## config.mk

```make
export PLATFORM = sky130hd
export DESIGN_NAME = incdec_ucode_core
export DESIGN_NICKNAME = d
export VERILOG_FILES = /design/src/rtl/incdec_pkg.sv /design/src/rtl/incdec_ctrl.sv /design/src/rtl/incdec_split.sv /design/src/rtl/incdec_stepper.sv /design/src/rtl/incdec_merge.sv /design/src/rtl/incdec_ucode_core.sv
export SDC_FILE = /design/constraint.sdc
export NUM_CORES = 1
export LEC_CHECK = 0
export BUFFER_PORTS_ARGS = -buffer_cell sky130_fd_sc_hd__buf_2
export CAP_MARGIN = 20
export CORE_ASPECT_RATIO = 1.75
export CORE_UTILIZATION = 50
export DETAILED_ROUTE_END_ITERATION = 8
export PLACE_DENSITY_LB_ADDON = 0.25
export SLEW_MARGIN = 10
export SYNTH_ARGS = -nofsm -noshare
export SYNTH_HDL_FRONTEND = slang
export SYNTH_SLANG_ARGS = --single-unit
```

## constraint.sdc

```tcl
create_clock -name clk -period 0.8 [get_ports clk]
set_input_delay 0.12 -clock clk [delete_from_list [all_inputs] [get_ports clk]]
set_output_delay 0.12 -clock clk [all_outputs]
set_load 0.005 [all_outputs]
```

## src/rtl/incdec_pkg.sv

```systemverilog
package incdec_pkg;

    // Select code shared by splitter and merger: two routes plus idle.
    typedef enum logic [1:0] {
        ROUTE_ADD  = 2'd0,
        ROUTE_SUB  = 2'd1,
        ROUTE_IDLE = 2'd2
    } route_sel_e;

    typedef struct packed {
        route_sel_e split_sel;
        route_sel_e merge_sel;
        logic [1:0] step_present;   // bit 0: adder step, bit 1: subtractor step
        logic       conflict;
    } ctrl_word_t;

endpackage

```

## src/rtl/incdec_ctrl.sv

```systemverilog
module incdec_ctrl
    import incdec_pkg::*;
(
    input  logic       op_inc,
    input  logic       op_dec,
    output ctrl_word_t ctrl
);

    always_comb begin
        ctrl.split_sel    = ROUTE_IDLE;
        ctrl.merge_sel    = ROUTE_IDLE;
        ctrl.step_present = 2'b00;
        ctrl.conflict     = op_inc && op_dec;
        if (op_inc && !op_dec) begin
            ctrl.split_sel    = ROUTE_ADD;
            ctrl.merge_sel    = ROUTE_ADD;
            ctrl.step_present = 2'b01;
        end else if (op_dec && !op_inc) begin
            ctrl.split_sel    = ROUTE_SUB;
            ctrl.merge_sel    = ROUTE_SUB;
            ctrl.step_present = 2'b10;
        end
    end

endmodule

```

## src/rtl/incdec_split.sv

```systemverilog
module incdec_split
    import incdec_pkg::*;
#(
    parameter int unsigned WIDTH = 22,
    parameter int unsigned WAYS  = 2
) (
    input  logic [WIDTH-1:0] din,
    input  logic             din_p,
    input  route_sel_e       sel,
    output logic [WIDTH-1:0] dout   [WAYS],
    output logic [WAYS-1:0]  dout_p,
    output logic             viol
);

    logic sel_is_idle;
    logic sel_in_range;

    assign sel_is_idle  = (sel == ROUTE_IDLE);
    assign sel_in_range = (int'(sel) < WAYS);

    for (genvar i = 0; i < WAYS; i++) begin : g_way
        assign dout[i]   = din;
        assign dout_p[i] = din_p && (int'(sel) == i);
    end

    // Idle only with absent input; a route code only with present input.
    assign viol = (din_p && !sel_in_range) || (!din_p && !sel_is_idle);

endmodule

```

## src/rtl/incdec_stepper.sv

```systemverilog
module incdec_stepper #(
    parameter int unsigned WIDTH    = 22,
    parameter int unsigned STEP_W   = 5,
    parameter bit          SUBTRACT = 1'b0
) (
    input  logic [WIDTH-1:0]  a,
    input  logic              a_p,
    input  logic [STEP_W-1:0] s,
    input  logic              s_p,
    output logic [WIDTH-1:0]  y,
    output logic              y_p,
    output logic              viol
);

    localparam int unsigned PAD_W = WIDTH - STEP_W;

    logic [WIDTH-1:0] s_ext;

    assign s_ext = {{PAD_W{1'b0}}, s};

    if (SUBTRACT) begin : g_sub
        assign y = a - s_ext;
    end else begin : g_add
        assign y = a + s_ext;
    end

    assign y_p  = a_p && s_p;
    assign viol = a_p ^ s_p;

endmodule

```

## src/rtl/incdec_merge.sv

```systemverilog
module incdec_merge
    import incdec_pkg::*;
#(
    parameter int unsigned WIDTH = 22,
    parameter int unsigned WAYS  = 2
) (
    input  logic [WIDTH-1:0] din   [WAYS],
    input  logic [WAYS-1:0]  din_p,
    input  route_sel_e       sel,
    output logic [WIDTH-1:0] dout,
    output logic             dout_p,
    output logic             viol
);

    localparam int unsigned CNT_W = $clog2(WAYS + 1);

    logic [CNT_W-1:0] n_present;
    logic             sel_hit;

    always_comb begin
        n_present = '0;
        sel_hit   = 1'b0;
        dout      = '0;
        for (int i = 0; i < WAYS; i++) begin
            n_present = n_present + CNT_W'(din_p[i]);
            if (din_p[i] && int'(sel) == i) begin
                sel_hit = 1'b1;
                dout    = din[i];
            end
        end
    end

    assign dout_p = (n_present == CNT_W'(1)) && sel_hit;
    assign viol   = (n_present > CNT_W'(1))
                 || ((n_present == CNT_W'(1)) && !sel_hit)
                 || ((n_present == '0) && (sel != ROUTE_IDLE));

endmodule

```

## src/rtl/incdec_ucode_core.sv

```systemverilog
module incdec_ucode_core
    import incdec_pkg::*;
#(
    parameter int unsigned DATA_W = 22,
    parameter int unsigned STEP_W = 5
) (
    input  logic              clk,
    input  logic              rst_n,
    input  logic [DATA_W-1:0] in_data,
    input  logic              in_present,
    input  logic              op_nop,
    input  logic              op_inc,
    input  logic              op_dec,
    input  logic [STEP_W-1:0] op_step,
    output logic [DATA_W-1:0] res_data,
    output logic              res_valid,
    output logic              err_conflict,
    output logic              err_presence
);

    localparam int unsigned WAYS = 2;

    typedef struct packed {
        logic [DATA_W-1:0] data;
        logic              valid;
        logic              conflict;
        logic              presence;
    } out_state_t;

    ctrl_word_t        ctrl;
    logic [DATA_W-1:0] way_in   [WAYS];
    logic [WAYS-1:0]   way_in_p;
    logic [DATA_W-1:0] way_out  [WAYS];
    logic [WAYS-1:0]   way_out_p;
    logic [WAYS-1:0]   unit_viol;
    logic              split_viol;
    logic              merge_viol;
    logic [DATA_W-1:0] merged;
    logic              merged_p;
    out_state_t        state_d;
    out_state_t        state_q;

    incdec_ctrl u_ctrl (
        .op_inc (op_inc),
        .op_dec (op_dec),
        .ctrl   (ctrl)
    );

    incdec_split #(.WIDTH(DATA_W), .WAYS(WAYS)) u_split (
        .din    (in_data),
        .din_p  (in_present),
        .sel    (ctrl.split_sel),
        .dout   (way_in),
        .dout_p (way_in_p),
        .viol   (split_viol)
    );

    for (genvar i = 0; i < WAYS; i++) begin : g_unit
        incdec_stepper #(
            .WIDTH    (DATA_W),
            .STEP_W   (STEP_W),
            .SUBTRACT (i == 1)
        ) u_stepper (
            .a    (way_in[i]),
            .a_p  (way_in_p[i]),
            .s    (op_step),
            .s_p  (ctrl.step_present[i]),
            .y    (way_out[i]),
            .y_p  (way_out_p[i]),
            .viol (unit_viol[i])
        );
    end

    incdec_merge #(.WIDTH(DATA_W), .WAYS(WAYS)) u_merge (
        .din    (way_out),
        .din_p  (way_out_p),
        .sel    (ctrl.merge_sel),
        .dout   (merged),
        .dout_p (merged_p),
        .viol   (merge_viol)
    );

    always_comb begin
        state_d          = '0;
        state_d.conflict = ctrl.conflict;
        state_d.presence = split_viol || merge_viol || (|unit_viol);
        state_d.valid    = merged_p && !state_d.conflict && !state_d.presence;
        state_d.data     = state_d.valid ? merged : '0;
    end

    always_ff @(posedge clk or negedge rst_n) begin
        if (!rst_n) begin
            state_q <= '0;
        end else begin
            state_q <= state_d;
        end
    end

    assign res_data     = state_q.data;
    assign res_valid    = state_q.valid;
    assign err_conflict = state_q.conflict;
    assign err_presence = state_q.presence;

    AST_ADD_RESULT: assert property (@(posedge clk) disable iff (!rst_n)
        (op_inc && !op_dec && in_present) |=>
            (res_valid && res_data == $past(in_data + DATA_W'(op_step))));
    AST_SUB_RESULT: assert property (@(posedge clk) disable iff (!rst_n)
        (op_dec && !op_inc && in_present) |=>
            (res_valid && res_data == $past(in_data - DATA_W'(op_step))));
    AST_CONFLICT_FLAG: assert property (@(posedge clk) disable iff (!rst_n)
        (op_inc && op_dec) |=> (err_conflict && !res_valid));
    AST_ABSENT_DATA: assert property (@(posedge clk) disable iff (!rst_n)
        ((op_inc ^ op_dec) && !in_present) |=> (err_presence && !res_valid));
    AST_NOP_SILENT: assert property (@(posedge clk) disable iff (!rst_n)
        (op_nop && !op_inc && !op_dec) |=> (!res_valid && !err_conflict));
    AST_IDLE_WITH_DATA: assert property (@(posedge clk) disable iff (!rst_n)
        (!op_inc && !op_dec && in_present) |=> err_presence);
    AST_DATA_ZERO: assert property (@(posedge clk) disable iff (!rst_n)
        !res_valid |-> (res_data == '0));

endmodule

```

==> results.py, run 1 <==
metrics = {
    "floorplan": {
        "chipWidth_um": 52.6,
        "rows": 31,
        "start_util_pct": 53.1,
        "die_h_um": 90.6,
        "ios": 58,
    },
    "yosys": {
        "synthArstFlopShare_pct": 100,
        "syn_area_sq_mm": 0.00224,
        "ys_types": 57,
        "synth_edf_count": 0,
        "synth_seq_area_share_pct": 27.9,
        "ys_ff_latch": 25,
        "syn_nets": 323,
        "ys.flop_type": "dfrtp_1",
        "syn_inst": 271,
        "synth_warnings": 0,
        "syn_area_per_cell_sq_um": 8.28,
    },
    "place": {
        "placed_cells": 458,
        "gp_congestion": 0.997,
        "post-dp-hpwl_mm": 7.04,
        "io_buffer_count": 56,
    },
    "clock_network": {
        "htree_levels": 1,
        "numCtsBuffers": 3,
        "cts_sinks": 25,
        "cts_root_buf": "clkbuf_8",
        "clockBufferDepth": 2,
    },
    "run_status": {
        "outcome": "stopped before the end",
        "error": "[ERROR GRT-0116] Global routing finished with congestion. Check the congestion regions in the DRC Viewer.",
        "failing_step": "5_1_grt",
    },
    "global_route": {
        "gr-total-overflow": 3,
        "track_usage_pct": 70.5,
        "grt_pass1_vias": 4331,
        "grt_pass1_wl_mm": 24.4,
        "grt_max_degree": 26,
    },
}
[cells by family after synthesis]
kind of cell	share of synthesized area (%)
buffers and inverters	6.47
and+or+nand+nor	23.1
AOI/OAI and AO/OA	30.0
xor gates and xnor gates	0.781
muxes	0.502
adders and majority gates	11.3
DFF	27.9
[metal layers]
layer	overflow	track usage, %
met2	3	88.5
met3	0	48.8
met5	0	3.85
met1	0	70.6
met4	0	72.6
[cell usage after synthesis, types with 3 or more instances]
cell type  instances  area share [%]
nand2b_1           5             1.4
a21o_1             4             1.3
o211ai_1           6             2.0
o21ai_0            7             1.6
clkbuf_1           9             1.5
a311oi_1           3             1.2
buf_2              5             1.1
nor2_1            22             3.7
nor3_1            16             3.6
nor2b_1            4             1.1
nor4_1             3            0.84
and3_1             3            0.84
a31oi_1            8             2.2
nand2_1           17             2.8
a211oi_1          10             3.3
ha_1              17             9.5
dfrtp_1           25              28
or4_1              4             1.3
nand4_1            7             2.0
nor4b_1            3             1.2
nand3_1            7             1.6
inv_1             19             3.2
a21oi_1           14             3.1
o21ai_1            4            0.89
a221oi_1           6             2.3
[stage by stage]
step | TNS (ns) | area [sq um] | setup WS (ns)
after floorplan | -20.31 | 2490 | -1.11
after global placement | -28.95 | 3500 | -1.35
after detailed placement | -30.69 | 3500 | -1.43
after CTS | -22.44 | 4110 | -0.978
[what timing repair did]
action	4_1_cts
setup buffers	21
hold buffers	1
cloned	0
gates resized for setup	91
endpoints found under the setup margin	49
endpoints found under the hold margin	25
pin swaps	40
==> run 2: changes to the inputs <==
- CORE_ASPECT_RATIO: 1.75 -> unset
- CORE_UTILIZATION: 50 -> 35
- PLACE_DENSITY_LB_ADDON: 0.25 -> 0.15
==> results.py, run 2 <==
metrics = {
    "run_status": {
        "outcome": "finished, violations left",
        "violations": "negative setup slack",
    },
    "timing": {
        "tightestPinTransition_ns": 0.470,
        "finalCriticalPeriod_ns": 1.80,
        "rsz0062_at_grt": "true",
        "fmax_mhz": 554,
        "final_hold_viol_count": 0,
        "period_share_pct": 226,
        "final.setup.worst_slack_ns": -1.00,
        "setup_violations": 49,
        "relSlewSlack_pct": 68.2,
        "slew_viol_final": 0,
    },
    "place": {
        "io_buffer_count": 56,
        "dp_slack_ns": -1.44,
        "gp_congestion": 0.897,
        "post-dp-hpwl_mm": 6.20,
    },
    "cells_and_area": {
        "layout_common_cells": "buf_4, buf_2, dfrtp_1",
        "multi_input_area_sq_mm": 0.00195,
        "drive_gt1_share_pct": 58.4,
        "synthToLayoutAreaGrowth_pct": 77.9,
        "regArea_sq_um": 626,
        "antennaDiodeCount": 0,
        "finalNetCount": 471,
        "largest_reg_flops": 22,
        "mostFrequentLayoutCell": "buf_4",
        "fillers": 521,
    },
    "clock_network": {
        "cts_sinks": 25,
        "tritoncts": "done",
        "numCtsBuffers": 3,
        "clockBufferDepth": 2,
        "htree_levels": 1,
        "clk_pin_slew_ns": 0.09,
        "cts_root_buf": "clkbuf_8",
    },
    "critical_path": {
        "worstSetupStartpointType": "input pin",
        "crit_fanout": 6,
        "cpMostUsedCell": "ha_4",
        "required_ns": 0.98,
        "cp-end-kind": "register",
        "cp_slowest_cell": "nor4b_4",
        "path_class": "in2reg",
        "path_cells": "buf_12 -> inv_12 -> ha_4 -> and2_4 -> ha_4 -> inv_2 -> ha_4 -> nor4b_4 -> buf_4 -> o21ai_4 -> nor2_4 -> buf_12 -> a221oi_1 -> a31oi_1",
        "critPathLaunch": "op_inc",
        "arrival_ns": 1.99,
        "max_stage_delay_ns": 0.29,
    },
    "global_route": {
        "use_met3_pct": 2.33,
        "grt-busiest-layer": "met2",
        "track_usage_pct": 26.4,
        "gr-total-overflow": 0,
        "grt_pass1_wl_mm": 13.3,
        "antenna_found_initial": 0,
        "grt_pass1_vias": 2697,
        "grt.met2_usage_pct": 49.8,
        "grt_max_degree": 15,
        "use_met1_pct": 31.6,
    },
    "yosys": {
        "synth_seq_area_share_pct": 27.9,
        "synthTopCellsByCount": "dfrtp_1, nor2_1, inv_1, ha_1, nand2_1",
        "netlist.area_leader.share_pct": 27.9,
        "synthArstFlopShare_pct": 100,
        "synth_warnings": 0,
        "ys.flop_type": "dfrtp_1",
        "ys_ff_latch": 25,
        "syn_inst": 271,
        "syn_nets": 323,
        "synth_top_cell_by_area": "dfrtp_1",
        "ys_types": 57,
        "synth_edf_count": 0,
        "synth.most_common_cell": "dfrtp_1",
        "synth_area_leaders": "dfrtp_1, ha_1, nor2_1",
        "syn_area_sq_mm": 0.00224,
        "syn_area_per_cell_sq_um": 8.28,
    },
    "worst_hold_path": {
        "hold_start": "in_data[21]",
        "min_delay_path_depth": 2,
        "hp-class": "in2reg",
        "hold_end": "res_data[21]",
    },
    "floorplan": {
        "start_util_pct": 37.0,
        "chipWidth_um": 82.1,
        "die_h_um": 82.1,
        "rows": 28,
        "die_area_sq_mm": 0.00673,
        "core_sq_mm": 0.00606,
        "ios": 58,
    },
    "power": {
        "irDropWorstVdd_uv": 652,
        "clkPwrFrac_pct": 21.7,
        "power_density_mw_per_mm2": 887,
        "p_leak_nw": 1.82,
        "p_comb_share_pct": 41.7,
        "power.internal_w": 0.00237,
        "seq_power_share_pct": 36.7,
        "power_switching_w": 0.00117,
        "switching_share_pct": 33.1,
        "p_total_w": 0.00354,
    },
    "routing": {
        "drc": 0,
        "first_pass_iters": 4,
        "vias": 2776,
        "ant_nets": 0,
        "viasPerCell": 5.63,
        "post_drt_wl_per_cell_um": 17.0,
        "wl_mm": 8.40,
        "drt_iter0_drc": 152,
    },
    "job": {
        "cap_viol_max_count": 0,
    },
}
run 2: stage by stage:
stage | instances | area, sq um | setup TNS [ns] | hold slack [ns] | utilization, %
CTS | 485 | 3730 | -23.53 | 0.0604 | 61.6
global placement | 472 | 3450 | -29.63 | 0.0235 | 57.0
detailed placement | 472 | 3450 | -30.69 | 0.0259 | 57.0
global route | 493 | 3990 | -25.02 | 0.0730 | 65.8
finish | 493 | 3990 | -22.73 | 0.0705 | 65.8
floorplan | 271 | 2490 | -20.31 | -0.176 | -
run 2: kinds of logic after synthesis:
family	count (synthesis)	synth area share [%]
simple gates	98	23.1
compound gates	91	30.0
buf+inv	35	6.47
flops	25	27.9
fa+ha+maj	19	11.3
xor+xnor	2	0.781
mux	1	0.502
run 2: cell type report:
class	count	area share [%]
multi-input cells	211	48.9
flip-flops and latches	25	15.7
repair buffers	159	29.5
well taps	75	2.35
clock buffers	4	1.13
inverters	19	2.41
run 2: timing repair:
| item | 4_1_cts | 5_1_grt |
|---|---|---|
| hold buffers | 1 | 0 |
| setup buffers | 7 | 9 |
| pin swaps | 25 | 21 |
| hold endpoints to repair | 19 | 0 |
| resized for setup | 36 | 39 |
| setup endpoints to repair | 49 | 49 |
| gates cloned | 1 | 0 |
run 2: critical path: cells and delay by family:
| family | cells | cell delay, ns |
|---|---|---|
| buffers and inverters | 5 | 0.52 |
| AOI/OAI and AO/OA | 3 | 0.35 |
| adders and majority gates | 3 | 0.39 |
| and+or+nand+nor | 3 | 0.61 |
run 2: layer usage:
metal	part of all wire [%]	routed length (um)
met1	41	3440
met5	0	0
met2	54	4550
met3	3.7	314
met4	1.2	99
run 2: worst max-delay path by stage:
stage	slack, ns	to	cells after the start
6_report	-1.00	res_data[20]	14
3_5_place_dp	-1.44	res_data[20]	11
4_1_cts	-1.01	res_data[20]	14
5_1_grt	-1.09	res_data[20]	13
3_3_place_gp	-1.33	res_data[15]	10
2_1_floorplan	-1.11	res_data[15]	9
run 2: power groups by stage:
stage / logic, W / registers, W / clock network, W
global placement: 0.00124 / 0.00132 / 0
finish: 0.00147 / 0.00130 / 0.000766
detailed placement: 0.00126 / 0.00132 / 0
global route: 0.00159 / 0.00130 / 0.000831
CTS: 0.00136 / 0.00130 / 0.000775
floorplan: 0.000625 / 0.00133 / 0
(Power assumes the default switching activity.)
==> run 3: changes to the inputs <==
- REMOVE_ABC_BUFFERS: unset -> 1
==> results.py, run 3 (synthesis gave the netlist of run 2 again) <==
metrics = {
    "floorplan": {
        "core_sq_mm": 0.00606,
        "die_h_um": 82.1,
        "rows": 28,
        "start_util_pct": 37.0,
        "die_area_sq_mm": 0.00673,
        "chipWidth_um": 82.1,
        "ios": 58,
    },
    "cells_and_area": {
        "layout_common_cells": "buf_4, buf_2, dfrtp_1",
        "finalNetCount": 476,
        "drive_gt1_share_pct": 58.2,
        "fin_area_sq_mm": 0.00404,
        "regArea_sq_um": 626,
        "largest_reg_flops": 22,
        "multi_input_area_sq_mm": 0.00197,
        "final_cells": 498,
        "mostFrequentLayoutCell": "buf_4",
        "fillers": 473,
        "antennaDiodeCount": 0,
        "synthToLayoutAreaGrowth_pct": 80.3,
    },
    "critical_path": {
        "max_stage_delay_ns": 0.48,
        "arrival_ns": 2.02,
        "critPathLaunch": "op_dec",
        "crit_fanout": 6,
        "path_class": "in2reg",
        "cp-endpoint": "res_data[15]",
        "path_cells": "buf_8 -> ha_4 -> and2_4 -> ha_4 -> inv_2 -> ha_4 -> nor4b_4 -> o211ai_1 -> buf_4 -> nor2_2 -> a41o_1 -> a32o_1",
        "cp_slowest_cell": "o211ai_1",
        "cp-end-kind": "register",
        "worstSetupStartpointType": "input pin",
        "cpMostUsedCell": "ha_4",
        "required_ns": 0.99,
    },
    "worst_hold_path": {
        "hp-class": "in2reg",
    },
    "routing": {
        "post_drt_wl_per_cell_um": 17.0,
        "vias": 2819,
        "drc": 0,
        "ant_nets": 0,
        "wl_mm": 8.47,
        "drt_iter0_drc": 224,
        "first_pass_iters": 5,
        "viasPerCell": 5.66,
    },
    "power": {
        "p_total_w": 0.00358,
        "irDropWorstVdd_uv": 720,
        "power_density_mw_per_mm2": 886,
        "p_leak_nw": 1.86,
    },
    "place": {
        "post-dp-hpwl_mm": 5.85,
        "io_buffer_count": 56,
        "placed_cells": 475,
        "gp_congestion": 0.923,
        "placed_cell_area_sq_mm": 0.00322,
    },
    "clock_network": {
        "clockBufferDepth": 2,
        "clk_pin_slew_ns": 0.11,
        "htree_levels": 1,
        "numCtsBuffers": 3,
        "cts_root_buf": "clkbuf_8",
        "cts_sinks": 25,
        "tritoncts": "done",
    },
    "run_status": {
        "violations": "negative setup slack",
        "outcome": "finished, violations left",
    },
    "timing": {
        "fin_hold_ws_ns": 0.0750,
        "rsz0062_at_grt": "true",
        "relSlewSlack_pct": 61.1,
        "slew_viol_final": 0,
        "setup_violations": 49,
        "period_share_pct": 229,
        "finalCriticalPeriod_ns": 1.83,
        "final.setup.worst_slack_ns": -1.03,
        "fmax_mhz": 545,
        "final_hold_viol_count": 0,
        "fin_tns_setup_ns": -22.02,
        "tightestPinTransition_ns": 0.581,
    },
    "global_route": {
        "antenna_found_initial": 0,
        "grt_pass1_wl_mm": 12.9,
        "track_usage_pct": 25.7,
        "gr-total-overflow": 0,
        "grt_pass1_vias": 2671,
        "grt_max_degree": 18,
    },
    "job": {
        "cap_viol_max_count": 0,
    },
}
## run 3: stage by stage
step / util (%) / setup WS, ns
after floorplan: - / -1.63
after global placement: 53.2 / -1.51
after detailed placement: 53.2 / -1.61
after CTS: 63.8 / -0.974
after global routing: 66.7 / -1.13
final: 66.7 / -1.03
## run 3: layout make-up
| cell class | count | area share (%) |
|---|---|---|
| clock buffers | 3 | 1.02 |
| clock inverters | 1 | 0.186 |
| inverters | 19 | 1.83 |
| multi-input cells | 211 | 48.7 |
| flip-flops and latches | 25 | 15.5 |
| well taps | 75 | 2.32 |
| repair buffers | 164 | 30.5 |
## run 3: worst max-delay path, delay by kind of cell
family,cells,cell delay (ns)
AOI/OAI and AO/OA,3,0.89
adders and majority gates,3,0.44
buffers and inverters,3,0.37
and+or+nand+nor,3,0.21
## run 3: how the worst min path moves through the flow
stage,from,endpoint,depth (start not counted)
after floorplan,rst_n,err_conflict,0
after global placement,rst_n,res_data[5],1
after detailed placement,rst_n,res_data[5],1
after CTS,in_data[21],res_data[21],2
after global routing,in_data[21],res_data[21],2
final,in_data[21],res_data[21],2
## run 3: repair_timing
action,4_1_cts,5_1_grt
buffers inserted,14,6
pin swaps,38,20
cloned,1,1
hold buffers,1,0
resized for setup,104,29
endpoints found under the hold margin,25,0
setup endpoints to repair,49,49
## run 3: power breakdown
group          total, W  switching, W  internal [W]
clock network  0.000835      0.000479      0.000356
registers       0.00130    0.00000625       0.00129
logic           0.00145      0.000738      0.000713
## run 3: layer usage
metal	wire, um	GRT usage (%)	vias to the layer above
met1	3570	33.8	1346
met3	472	1.67	16
met4	182	11.6	0
met2	4240	42.8	118
met5	0	0	-
li1	-	-	1339
